[src/rtl/wsg_pkg.sv]
package wsg_pkg;
  typedef enum logic [2:0] {
    PH_IDLE = 3'd0,
    PH_T1   = 3'd1,
    PH_T2   = 3'd2,
    PH_T3   = 3'd3,
    PH_T4   = 3'd4
  } phase_e;
endpackage

[src/rtl/wsg_cfg_sel.sv]
module wsg_cfg_sel #(
  parameter int NUM_REGIONS = 4,
  parameter int WAIT_W      = 4,
  localparam int RSEL_W     = (NUM_REGIONS > 1) ? $clog2(NUM_REGIONS) : 1
) (
  input  logic [RSEL_W-1:0]             region_sel_i,
  input  logic [NUM_REGIONS*WAIT_W-1:0] wait_cfg_i,
  input  logic [NUM_REGIONS-1:0]        rdy_req_i,
  output logic [WAIT_W-1:0]             waits_o,
  output logic                          rdy_req_o
);
  logic [WAIT_W-1:0]      waits_a [NUM_REGIONS];
  logic [NUM_REGIONS-1:0] hit;

  for (genvar g = 0; g < NUM_REGIONS; g++) begin : g_reg
    assign waits_a[g] = wait_cfg_i[g*WAIT_W +: WAIT_W];
    assign hit[g]     = (region_sel_i == RSEL_W'(g));
  end

  // one-hot AND-OR mux; an unmapped select yields zero waits, READY ignored
  always_comb begin
    waits_o   = '0;
    rdy_req_o = 1'b0;
    for (int i = 0; i < NUM_REGIONS; i++) begin
      if (hit[i]) begin
        waits_o   = waits_o | waits_a[i];
        rdy_req_o = rdy_req_o | rdy_req_i[i];
      end
    end
  end
endmodule

[src/rtl/wsg_wait_ctr.sv]
module wsg_wait_ctr #(
  parameter int WAIT_W = 4
) (
  input  logic              clk_i,
  input  logic              rst_ni,
  input  logic              load_i,
  input  logic [WAIT_W-1:0] load_val_i,
  input  logic              dec_i,
  output logic [WAIT_W-1:0] cnt_o,
  output logic              zero_o
);
  logic [WAIT_W-1:0] cnt_q;

  always_ff @(posedge clk_i or negedge rst_ni) begin
    if (!rst_ni)                      cnt_q <= '0;
    else if (load_i)                  cnt_q <= load_val_i;
    else if (dec_i && (cnt_q != '0))  cnt_q <= cnt_q - 1'b1;
  end

  assign cnt_o  = cnt_q;
  assign zero_o = (cnt_q == '0);
endmodule

[src/rtl/wsg_phase_fsm.sv]
module wsg_phase_fsm
  import wsg_pkg::*;
(
  input  logic   clk_i,
  input  logic   rst_ni,
  input  logic   start_i,
  input  logic   zero_i,
  input  logic   rdy_req_i,
  input  logic   ready_i,
  output phase_e phase_o,
  output logic   load_o,
  output logic   dec_o
);
  phase_e state_q, state_d;

  always_comb begin
    state_d = state_q;
    load_o  = 1'b0;
    dec_o   = 1'b0;
    case (state_q)
      PH_IDLE: if (start_i) begin
        state_d = PH_T1;
        load_o  = 1'b1;
      end
      PH_T1: state_d = PH_T2;
      PH_T2: state_d = PH_T3;
      PH_T3: begin
        // leave only when waits are spent and READY agrees (if required)
        if (zero_i && (!rdy_req_i || ready_i)) state_d = PH_T4;
        else                                   dec_o   = !zero_i;
      end
      PH_T4: if (start_i) begin
        state_d = PH_T1;
        load_o  = 1'b1;
      end else begin
        state_d = PH_IDLE;
      end
      default: state_d = PH_IDLE;
    endcase
  end

  always_ff @(posedge clk_i or negedge rst_ni) begin
    if (!rst_ni) state_q <= PH_IDLE;
    else         state_q <= state_d;
  end

  assign phase_o = state_q;
endmodule

[src/rtl/wsg_top.sv]
module wsg_top
  import wsg_pkg::*;
#(
  parameter int NUM_REGIONS = 4,
  parameter int WAIT_W      = 4,
  localparam int RSEL_W     = (NUM_REGIONS > 1) ? $clog2(NUM_REGIONS) : 1
) (
  input  logic                          clk_i,
  input  logic                          rst_ni,
  input  logic                          start_i,
  input  logic [RSEL_W-1:0]             region_sel_i,
  input  logic [NUM_REGIONS*WAIT_W-1:0] wait_cfg_i,
  input  logic [NUM_REGIONS-1:0]        rdy_req_i,
  input  logic                          ready_i,
  output logic [2:0]                    phase_o,
  output logic                          done_o
);
  logic [WAIT_W-1:0] sel_waits;
  logic              sel_rdy_req;
  logic              rdy_req_q;
  logic              load, dec, zero;
  logic [WAIT_W-1:0] wait_cnt;
  phase_e            phase;

  wsg_cfg_sel #(.NUM_REGIONS(NUM_REGIONS), .WAIT_W(WAIT_W)) u_sel (
    .region_sel_i (region_sel_i),
    .wait_cfg_i   (wait_cfg_i),
    .rdy_req_i    (rdy_req_i),
    .waits_o      (sel_waits),
    .rdy_req_o    (sel_rdy_req)
  );

  wsg_wait_ctr #(.WAIT_W(WAIT_W)) u_ctr (
    .clk_i      (clk_i),
    .rst_ni     (rst_ni),
    .load_i     (load),
    .load_val_i (sel_waits),
    .dec_i      (dec),
    .cnt_o      (wait_cnt),
    .zero_o     (zero)
  );

  // READY mode frozen for the whole cycle
  always_ff @(posedge clk_i or negedge rst_ni) begin
    if (!rst_ni)   rdy_req_q <= 1'b0;
    else if (load) rdy_req_q <= sel_rdy_req;
  end

  wsg_phase_fsm u_fsm (
    .clk_i     (clk_i),
    .rst_ni    (rst_ni),
    .start_i   (start_i),
    .zero_i    (zero),
    .rdy_req_i (rdy_req_q),
    .ready_i   (ready_i),
    .phase_o   (phase),
    .load_o    (load),
    .dec_o     (dec)
  );

  assign phase_o = phase;
  assign done_o  = (phase == PH_T4);
endmodule

[config.mk]
export PLATFORM = sky130hd
export DESIGN_NAME = wsg_top
export DESIGN_NICKNAME = d
export VERILOG_FILES = /design/src/rtl/wsg_pkg.sv /design/src/rtl/wsg_cfg_sel.sv /design/src/rtl/wsg_wait_ctr.sv /design/src/rtl/wsg_phase_fsm.sv /design/src/rtl/wsg_top.sv
export SDC_FILE = /design/constraint.sdc
export NUM_CORES = 1
export LEC_CHECK = 0
export BUFFER_PORTS_ARGS = -buffer_cell sky130_fd_sc_hd__buf_2
export CORE_MARGIN = 2
export CORE_UTILIZATION = 42
export DETAILED_ROUTE_END_ITERATION = 7
export PLACE_DENSITY_LB_ADDON = 0.3
export SYNTH_ARGS = -nofsm -noshare
export SYNTH_HDL_FRONTEND = slang
export SYNTH_SLANG_ARGS = --single-unit
[constraint.sdc]
create_clock -name clk_i -period 1.7 [get_ports clk_i]
set_input_delay 0 -clock clk_i [delete_from_list [all_inputs] [get_ports clk_i]]
set_output_delay 0 -clock clk_i [all_outputs]
set_load 0.03 [all_outputs]
==> results of run 1 <==
[cell usage in the layout (no fill, tap or decap), drive strengths merged]
cell type    Yosys  routed
buf              2      30
or3b             1       1
inv              3       3
or4              1       1
or3              1       1
nand4b           1       1
o21ai            1       1
ha               1       1
a31oi            1       1
o311ai           2       2
or2              1       1
mux4             5       5
and2             1       1
o31ai            1       1
o211ai           3       3
nor2b            3       3
nor3b            3       3
nand3b           1       1
dfrtp            8       8
a21oi            1       1
nand2            6       6
nor2             4       4
dlygate4sd3      0       1
mux2i            1       1
clkbuf           0       3
[critical path, stage by stage (launching register included)]
cell,delay (ns)
dfrtp_1,0.42
nand3b_2,0.28
or4_1,0.49
a31oi_1,0.17
[worst max-delay path by stage]
| stage | startpoint | endpoint | slack (ns) | cells after the start |
|---|---|---|---|---|
| 2_1_floorplan | u_fsm.phase_o[2]$_DFFE_PN0P_ | u_ctr.cnt_o[3]$_DFFE_PN0P_ | 0.20 | 3 |
| 3_3_place_gp | u_ctr.cnt_o[0]$_DFFE_PN0P_ | u_ctr.cnt_o[3]$_DFFE_PN0P_ | 0.29 | 4 |
| 3_5_place_dp | u_fsm.phase_o[2]$_DFFE_PN0P_ | u_ctr.cnt_o[3]$_DFFE_PN0P_ | 0.28 | 3 |
| 4_1_cts | u_fsm.phase_o[2]$_DFFE_PN0P_ | u_ctr.cnt_o[3]$_DFFE_PN0P_ | 0.27 | 3 |
| 5_1_grt | u_fsm.phase_o[2]$_DFFE_PN0P_ | u_ctr.cnt_o[3]$_DFFE_PN0P_ | 0.18 | 3 |
| 6_report | u_fsm.phase_o[2]$_DFFE_PN0P_ | u_ctr.cnt_o[3]$_DFFE_PN0P_ | 0.27 | 3 |
[flip-flops by register name (all words and copies together), names as in the netlist]
name and cells:
u_fsm.phase_o 3, u_ctr.cnt_o 4, rdy_req_q 1
[layout make-up]
cell class / count / area, sq um
multi-input cells: 39 / 333
clock buffers: 3 / 22.5
well taps: 15 / 18.8
flip-flops and latches: 8 / 200
inverters: 3 / 11.3
fillers: 113 / 520
repair buffers: 31 / 163
[cell usage after synthesis]
master    count  area, sq um
ha_1          1         12.5
nor3b_1       3         22.5
nand3b_2      1         11.3
buf_6         1         11.3
nor2_1        4         15.0
inv_1         3         11.3
dfrtp_1       8          200
or2_1         1         6.26
buf_2         1         5.00
a21oi_1       1         5.00
o211ai_1      3         22.5
a31oi_1       1         6.26
nand2_1       6         22.5
nor2b_1       3         18.8
and2_1        1         6.26
or3_1         1         6.26
o31ai_1       1         7.51
or3b_1        1         8.76
nand4b_1      1         8.76
o21ai_0       1         5.00
o311ai_1      2         17.5
mux2i_1       1         10.0
or4_1         1         7.51
mux4_2        5          113
[layer usage]
metal / GRT usage, % / vias up / wire length, um
met5: 0 / - / 0
met3: 5.56 / 4 / 107
met2: 27.0 / 33 / 553
met4: 17.5 / 0 / 34
li1: - / 266 / -
met1: 22.5 / 235 / 533
[stage by stage]
step | total power, W | instance area, sq um | std cells | worst slack, ns
final | 0.00104 | 748 | 99 | 0.273
after global routing | 0.00113 | 748 | 99 | 0.181
after CTS | 0.00105 | 748 | 99 | 0.270
after detailed placement | 0.000894 | 716 | 95 | 0.275
after global placement | 0.000883 | 716 | 95 | 0.295
after floorplan | 0.000747 | 561 | 52 | 0.196
[logic make-up (layout without fill, tap and decap cells)]
kind of cell	after synthesis	in the layout	share of synthesized area, %
muxes	6	6	21.9
buffers and inverters	5	37	4.91
AOI/OAI and AO/OA	9	9	11.4
adders and majority gates	1	1	2.23
and+or+nand+nor	23	23	23.9
DFF	8	8	35.7
[power groups by stage]
stage	clock network (W)	logic [W]	registers [W]
finish	0.000153	0.000506	0.000382
global route	0.000165	0.000572	0.000398
CTS	0.000158	0.000513	0.000384
detailed placement	0	0.000508	0.000386
global placement	0	0.000504	0.000379
floorplan	0	0.000332	0.000415
[timing repair]
item                                   CTS  global route
hold buffers                             1             0
resized for setup                        0             0
endpoints found under the hold margin    8             0
==> metrics.md, run 1 <==
| Metric | Value |
|---|---|
| CP arrival | ~1.6 ns |
| Clock power frac | roughly 15% |
| # DRC | 0 |
| Die area | roughly 0.0016 sq mm |
| Max-Slew Margin vs Limit | between 60 and 70% |
| Sequential share of the synthesized area | about 36% |
| Post-detail-place hpwl | approximately 990 um |
| Slew Limit Fails | 0 |
| Synthesized area | 561 sq um |
| Root buf cell | clkbuf_4 |
| Seq pwr share | 36.7% |
| Final Setup Violations | 0 |
| CTS HTree Levels | 1 |
| RePlAce Congestion | between 0.7 and 0.8 |
| Synth Net Count | 79 |
| Hold Vio Cnt, Final | 0 |
| FP Rows | 13 |
| Critical R2R Capture | u_ctr.cnt_o[3]$_DFFE_PN0P_ |
| Critical Path RT | around 1.9 ns |
| CP Max Fanout | 6 |
| Sw Pwr | 0.000434 W |
| Num CTS Buffers | 3 |
| Fin crit share | 83.9% |
| Core Util, Final | 59.0% |
| Reg2reg setup slack | ~0.27 ns |
| I/O pin count | 30 |
| Area growth, synth to finish | 33.5% |
| Cells after Synth | between 50 and 60 |
| ANT nets after route | 0 |
| YS warnings | 0 |
| Final Critical Period | 1.43 ns |
| CP Launch Type | register |
| Pleak | 0.363 nW |
| Setup repair bufs after CTS | 0 |
| Sw Ratio | between 40% and 50% |
| Worst Hold Slack | 0.0810 ns |
| Max-Cap Viols | 0 |
| DR vias | about 540 |
| Number of global-route vias before repair | between 400 and 500 |
| Worst R2R Start | u_fsm.phase_o[2]$_DFFE_PN0P_ |
| Clock skew | approximately 0.0046 ns |
| Detailed Route Iter0 Violations | 5 |
| CORE AREA | ~0.0013 sq mm |
| Crit end category | register |
| Hold EP | u_fsm.phase_o[1]$_DFFE_PN0P_ |
| Cell Int Power | slightly above 0.0006 W |
| Global-route wire length before repair | ~1900 um |
| # diodes | 0 |
| Clock Tree Buf Depth | 2 |
| Fin nets | between 100 and 150 |
| R2R cell count | 3 |
| HP Class | input pin to register |
| Logic pwr share | between 40% and 50% |
| Distinct cells, synth | 24 |
| Fraction of layout cells with a size suffix above 1 | a little under half |
| Final setup TNS | 0 ns |
| Initial Util | between 40% and 50% |
| CTS tree | built |
| Die span in x | between 40 and 50 um |
| Pwr dens | around 1400 mW/mm^2 |
| Worst Hold Launch | ready_i |
| Port Buf Inserts | 29 |
| Initial antenna violation count | 0 |
| Worst hold path depth | 4 |
| First-pass DRT Iterations | 2 |
| Status | complete, no violations |
| Crit Path Category | register to register |
| Syn Area/Cell | 10.8 sq um |
| Global router's overall resource usage | a little under a fifth |
| Total overflow reported by the global router | 0 |
| Max Freq | 0.701 GHz |
| Mean routed wirelength per cell | about 12 um |
| Clock Pin Slew Worst Setup and Hold Paths | roughly 0.060 ns |
| Unrepaired setup endpoints after global routing | no |
| Peak VDD IR | roughly 0.47 mV |
| CTS sink count | 8 |
| Die Y | slightly above 40 um |
| Worst-margin pin slew | approximately 0.47 ns |
| Largest net degree at the start of global routing | 9 |
| Final wirelength | approximately 1200 um |
| Via/cell ratio | about 5.4 |
| Clk_lat worst skew | roughly 0.26 ns |
| Register bit total from synthesis | 8 |
(Power assumes the default switching activity.)
==> inputs of run 2 (changes only) <==
Settings changed: CORE_UTILIZATION 42 to 38.
Clock period 1.7 ns to 1.2 ns, I/O delays scaled along.
==> run 2 against run 1 <==
The flow now finishes with violations (negative setup slack). Power grew 110%. Register-to-register slack lost 0.48 ns. Clock power grew 48%. Non-clock buffer count grew 15. Cell count grew 16%. Via count grew 11%. Setup slack lost 0.48 ns. Utilization grew 12 points. Sequential power grew 30%. Wire length grew 26%. Critical endpoint unchanged.
==> metrics.md, run 2 (same netlist as run 1, synthesis figures left out) <==
| Metric | Value |
|---|---|
| Status | finished, violations left |
| Violated checks | negative setup slack |
| Detailed Route Iter0 Violations | 6 (+1) |
| Root buf cell | clkbuf_4 |
| Pre-CTS setup slack | -0.170 ns (-0.446 ns) |
| Fin crit share | 117% (+33 points) |
| Crit end category | register |
| Largest net degree at the start of global routing | 9 (unchanged) |
| Global-route wire length before repair | 2440 um (+29%) |
| Via/cell ratio | 5.21 (-4.2%) |
| Slew Limit Fails | 0 (unchanged) |
| Clock skew | 0.00692 ns (+0.00231 ns) |
| Total overflow reported by the global router | 0 (unchanged) |
| Critical Path RT | 1.37 ns (-0.52 ns) |
| Layout fillers | 105 (-7.1%) |
| Area growth, synth to finish | 69.6% |
| # diodes | 0 (unchanged) |
| CTS HTree Levels | 1 (unchanged) |
| Footprint of the multi-input gates | 398 sq um (+20%) |
| CP arrival | 1.57 ns (-0.04 ns) |
| Max-Slew Margin vs Limit | 81.0% (+12 points) |
| Pleak | 0.458 nW (+26%) |
| CTS tree | built |
| I/O pin count | 30 (unchanged) |
| CP Cell Sequence | or3_4 -> or4_1 -> a31oi_1 |
| Total Power | 0.00216 W (+110%) |
| Mean routed wirelength per cell | 13.5 um (+8.4%) |
| Cell family with most CP delay | simple AND/OR/NAND/NOR gates |
| Clock Pin Slew Worst Setup and Hold Paths | 0.07 ns (about the same) |
| Die area | 0.00180 sq mm (+9.5%) |
| Fin nets | 128 (+13%) |
| Hold Vio Cnt, Final | 0 (unchanged) |
| Unrepaired setup endpoints after global routing | yes |
| CP max-delay cell | or4_1 |
| Max reg flops | 4 (unchanged) |
| Worst R2R Start | u_ctr.cnt_o[1]$_DFFE_PN0P_ |
| Crit Path Category | register to register |
| Most frequent cells in the layout | buf_2, buf_4, nand2_1 |
| Max-Cap Viols | 0 (unchanged) |
| Setup ws final | -0.204 ns (-0.477 ns) |
| Crit path depth | 3 (unchanged) |
| Port Buf Inserts | 29 (unchanged) |
| Clk_lat worst skew | 0.25 ns (about the same) |
| Global router's overall resource usage | 18.3% (-0.70 points) |
| Reg2reg setup slack | -0.20 ns (-0.48 ns) |
| Crit path to | u_ctr.cnt_o[3]$_DFFE_PN0P_ |
| Final Critical Period | 1.40 ns (-0.0226 ns) |
| R2R cell count | 3 (unchanged) |
| Pwr dens | 2270 mW/mm^2 (+63%) |
| Final Setup Violations | 7 (+7) |
| Grt met2 use | 33.8% (+6.9 points) |
| HP Class | input pin to register |
| Final wirelength | 1550 um (+26%) |
| Worst-margin pin slew | 0.281 ns (-0.190 ns) |
| CP max stage delay | 0.41 ns (-0.08 ns) |
| GR Util met1 | 20.5% (-2.0 points) |
| CP Launch Type | register |
| CTS sink count | 8 (unchanged) |
| Worst setup path start | u_ctr.cnt_o[1]$_DFFE_PN0P_ |
| Num CTS Buffers | 3 (unchanged) |
| DR vias | 599 (+11%) |
| ANT nets after route | 0 (unchanged) |
| Number of global-route vias before repair | 573 (+17%) |
| Post-detail-place hpwl | 1100 um (+10%) |
| Most Crowded Layer GR | met2 |
| FP Rows | 13 (unchanged) |
| Commonest non-fill, non-tap cell in the layout | buf_2 |
| CP Max Fanout | 3 (-3) |
| Register area | 204 sq um (+1.9%) |
| First-pass DRT Iterations | 4 (+2) |
| Fraction of layout cells with a size suffix above 1 | 66.0% (+20 points) |
| GRT met3 Usage | 3.88% (-1.7 points) |
| Initial Util | 42.0% (-2.2 points) |
| Peak VDD IR | 1.17 mV (+150%) |
| Buf+Inv Stages, Crit Path | 0 (unchanged) |
| Initial antenna violation count | 0 (unchanged) |
| Clock Tree Buf Depth | 2 (unchanged) |
| Die Y | 42.4 um (+4.6%) |
| # DRC | 0 (unchanged) |
| Final setup TNS | -0.650 ns (-0.650 ns) |
| RePlAce Congestion | 0.760 (+7.2%) |
| Critical R2R Capture | u_ctr.cnt_o[3]$_DFFE_PN0P_ |
| Die span in x | 42.4 um (+4.6%) |
| CORE AREA | 0.00133 sq mm (+5.1%) |
| Max Freq | 0.712 GHz (+1.6%) |
run 2: layout make-up:
| cell class | instances | share of cell area [%] |
|---|---|---|
| well taps | 15 | 1.97 |
| clock buffers | 4 | 2.76 |
| multi-input cells | 39 | 41.8 |
| repair buffers | 46 | 30.8 |
| flip-flops and latches | 8 | 21.4 |
| inverters | 3 | 1.18 |
run 2: power by group:
group	total, W	switching (W)	internal (W)
combinational	0.00144	0.000649	0.000788
sequential	0.000498	0.0000911	0.000407
clock	0.000227	0.0000998	0.000128
run 2: worst register-to-register path: stages (launching register included):
cell and delay [ns]:
dfrtp_1 0.40, or3_4 0.39, or4_1 0.41, a31oi_1 0.13
run 2: worst min-delay path by stage:
stage | to | slack, ns | from | depth (start not counted)
2_1_floorplan | rdy_req_q$_DFFE_PN0N_ | -0.30 | rst_ni | 0
3_3_place_gp | u_ctr.cnt_o[2]$_DFFE_PN0P_ | -0.15 | rst_ni | 1
3_5_place_dp | u_ctr.cnt_o[2]$_DFFE_PN0P_ | -0.15 | rst_ni | 1
4_1_cts | u_fsm.phase_o[1]$_DFFE_PN0P_ | 0.08 | ready_i | 4
5_1_grt | u_fsm.phase_o[2]$_DFFE_PN0P_ | 0.1 | ready_i | 3
6_report | u_fsm.phase_o[1]$_DFFE_PN0P_ | 0.08 | ready_i | 4
run 2: stage by stage:
| stage | util (%) | area (sq um) | hold WS (ns) | cells |
|---|---|---|---|---|
| 3_3_place_gp | 60.0 | 801 | -0.147 | 104 |
| 2_1_floorplan | - | 578 | -0.296 | 52 |
| 5_1_grt | 71.3 | 951 | 0.0984 | 115 |
| 6_report | 71.3 | 951 | 0.0770 | 115 |
| 4_1_cts | 67.8 | 905 | 0.0803 | 113 |
| 3_5_place_dp | 60.0 | 801 | -0.147 | 104 |
run 2: routing by layer:
layer / vias to the layer above / wire length, um
li1: 293 / -
met1: 274 / 577
met2: 28 / 829
met3: 4 / 99
met4: 0 / 40
met5: - / 0
run 2: repair_timing:
item	in CTS	in global routing
pin swaps	4	4
setup buffers	4	2
hold endpoints to repair	8	0
endpoints found under the setup margin	8	8
gates resized for setup	11	5
hold buffers	1	0
==> inputs of run 3 (changes only) <==
Settings changed: BUFFER_PORTS_ARGS -buffer_cell sky130_fd_sc_hd__buf_2 to -buffer_cell sky130_fd_sc_hd__clkbuf_2, CORE_ASPECT_RATIO set to 1.1.
==> run 3 against run 2 <==
The flow still finishes with violations (negative setup slack). First-iteration DRC count decreased by 17%. Non-clock buffer count shrank 1. Setup slack better by 0.024 ns. Design area grew 0.26%. Sequential cell count unchanged. Largest power group unchanged. Critical path depth is the same. Critical path type unchanged.
==> metrics.md, run 3 (same netlist as run 1, synthesis figures left out) <==
| Metric | Value |
|---|---|
| Commonest non-fill, non-tap cell in the layout | clkbuf_2 |
| Dpl cell area | 810 sq um (+1.1%) |
| CP Cell Sequence | or3_1 -> or4_1 -> a31oi_1 |
| Total overflow reported by the global router | 0 (unchanged) |
| Clk_lat worst skew | 0.25 ns (about the same) |
| CP arrival | 1.55 ns (-0.02 ns) |
| Fin area | 953 sq um (+0.26%) |
| Worst Hold Slack | 0.0825 ns (+0.00545 ns) |
| CP max-delay cell | or4_1 |
| Largest net degree at the start of global routing | 9 (unchanged) |
| Die span in x | 40.6 um (-4.2%) |
| Reg2reg setup slack | -0.18 ns (+0.02 ns) |
| Global router's overall resource usage | 18.5% (+0.27 points) |
| Critical Path RT | 1.37 ns (about the same) |
| Fin nets | 127 (-0.78%) |
| Worst R2R Start | u_ctr.cnt_o[1]$_DFFE_PN0P_ |
| Hold Vio Cnt, Final | 0 (unchanged) |
| I/O pin count | 30 (unchanged) |
| # diodes | 0 (unchanged) |
| Buf+Inv Stages, Crit Path | 0 (unchanged) |
| Violated checks | negative setup slack |
| Final non-filler cell total | 115 (unchanged) |
| Global-route wire length before repair | 2240 um (-8.2%) |
| Final wirelength | 1530 um (-1.4%) |
| ANT nets after route | 0 (unchanged) |
| FP Rows | 14 (+1) |
| Worst setup path start | u_ctr.cnt_o[1]$_DFFE_PN0P_ |
| CTS HTree Levels | 1 (unchanged) |
| Clock Tree Buf Depth | 2 (unchanged) |
| Total Power | 0.00215 W (-0.59%) |
| Register area | 204 sq um (unchanged) |
| Number of global-route vias before repair | 573 (unchanged) |
| Slew Limit Fails | 0 (unchanged) |
| Most frequent cells in the layout | clkbuf_2, buf_4, buf_6 |
| Fraction of layout cells with a size suffix above 1 | 67.7% (+1.7 points) |
| # DRC | 0 (unchanged) |
| First-pass DRT Iterations | 4 (unchanged) |
| Max reg flops | 4 (unchanged) |
| Fin crit share | 115% (-2.0 points) |
| Max-Slew Margin vs Limit | 83.5% (+2.5 points) |
| HP Class | input pin to register |
| Footprint of the multi-input gates | 395 sq um (-0.63%) |
| CP Launch Type | register |
| Via/cell ratio | 5.25 (+0.83%) |
| Mean routed wirelength per cell | 13.3 um (-1.4%) |
| Worst-margin pin slew | 0.247 ns (-0.0339 ns) |
| Setup ws final | -0.180 ns (+0.0244 ns) |
| Port Buf Inserts | 29 (unchanged) |
| CP Max Fanout | 3 (unchanged) |
| Final Setup Violations | 8 (+1) |
| Critical R2R Capture | u_ctr.cnt_o[3]$_DFFE_PN0P_ |
| Die area | 0.00180 sq mm (about the same) |
| Final Critical Period | 1.38 ns (-0.0244 ns) |
| R2R cell count | 3 (unchanged) |
| Initial Util | 41.0% (-1.0 points) |
| Cell family with most CP delay | simple AND/OR/NAND/NOR gates |
| CORE AREA | 0.00137 sq mm (+2.4%) |
| Pleak | 0.462 nW (+0.82%) |
| Root buf cell | clkbuf_4 |
| Max Freq | 0.725 GHz (+1.8%) |
| Clock skew | 0.00258 ns (-0.00435 ns) |
| Max-Cap Viols | 0 (unchanged) |
| Initial antenna violation count | 0 (unchanged) |
| Die Y | 44.3 um (+4.4%) |
| CP max stage delay | 0.40 ns (about the same) |
| CTS sink count | 8 (unchanged) |
| # placed instances | 106 (+1.9%) |
| Status | finished, violations left |
| Core Util, Final | 69.8% (-1.5 points) |
| Layout fillers | 103 (-1.9%) |
| Num CTS Buffers | 3 (unchanged) |
| Area growth, synth to finish | 70.1% |
| Peak VDD IR | 0.865 mV (-26%) |
| DR vias | 604 (+0.83%) |
| CTS tree | built |
| Unrepaired setup endpoints after global routing | yes |
| Pwr dens | 2250 mW/mm^2 (-0.85%) |
| Crit path depth | 3 (unchanged) |
| Post-detail-place hpwl | 1140 um (+3.9%) |
| Clock Pin Slew Worst Setup and Hold Paths | 0.06 ns (about the same) |
| Detailed Route Iter0 Violations | 5 (-1) |
| RePlAce Congestion | 0.757 (-0.33%) |
| Crit end category | register |
| Crit Path Category | register to register |
| Crit path to | u_ctr.cnt_o[3]$_DFFE_PN0P_ |
## run 3: cell types whose count changed in the layout (fill, tap and decap cells not counted), sizes merged
| cell | before | now |
|---|---|---|
| buf | 45 | 16 |
| clkbuf | 4 | 32 |
## run 3: stage by stage
step                      TNS, ns  setup WS, ns
after CTS                  -0.940        -0.184
after floorplan            -0.530        -0.146
after detailed placement   -0.577        -0.178
after global placement     -0.339        -0.132
after global routing        -1.35        -0.258
final                      -0.747        -0.180
## run 3: timing repair
| action | in CTS | in global routing |
|---|---|---|
| setup buffers | 3 | 2 |
| resized for setup | 8 | 14 |
| hold buffers | 1 | 0 |
| setup endpoints to repair | 9 | 9 |
| hold endpoints to repair | 8 | 0 |
| pin swaps | 4 | 6 |
## run 3: area by class of cell
cell class	instances	area share, %
flip-flops and latches	8	21.4
repair buffers	45	31.1
well taps	16	2.10
multi-input cells	39	41.5
inverters	3	1.18
clock buffers	4	2.76
## run 3: tightest hold or removal path, delay by kind of cell
kind | cells | cell delay (ns)
buffers and inverters | 1 | 0.08
and+or+nand+nor | 2 | 0.21
## run 3: worst min-delay path by stage
stage                                        end  startpoint  slack [ns]  depth (start not counted)
finish              u_fsm.phase_o[2]$_DFFE_PN0P_     ready_i        0.08                          3
global placement      u_ctr.cnt_o[3]$_DFFE_PN0P_      rst_ni       -0.14                          1
global route        u_fsm.phase_o[2]$_DFFE_PN0P_     ready_i         0.1                          3
floorplan                  rdy_req_q$_DFFE_PN0N_      rst_ni       -0.30                          0
detailed placement    u_ctr.cnt_o[3]$_DFFE_PN0P_      rst_ni       -0.14                          1
CTS                 u_fsm.phase_o[1]$_DFFE_PN0P_     ready_i        0.08                          4
## run 3: per-layer routing
metal	vias to the layer above	GRT usage, %	part of all wire (%)
met1	282	19.9	38
li1	291	-	-
met5	-	0	0
met2	29	33.3	54
met4	0	10.0	1.7
met3	2	2.01	6.6
## run 3: report_power, final
part | total (W) | switching (W) | internal [W]
registers | 0.000493 | 0.0000856 | 0.000407
clock network | 0.000225 | 0.0000976 | 0.000128
logic | 0.00143 | 0.000641 | 0.000791
total | 0.00215 | 0.000824 | 0.00133
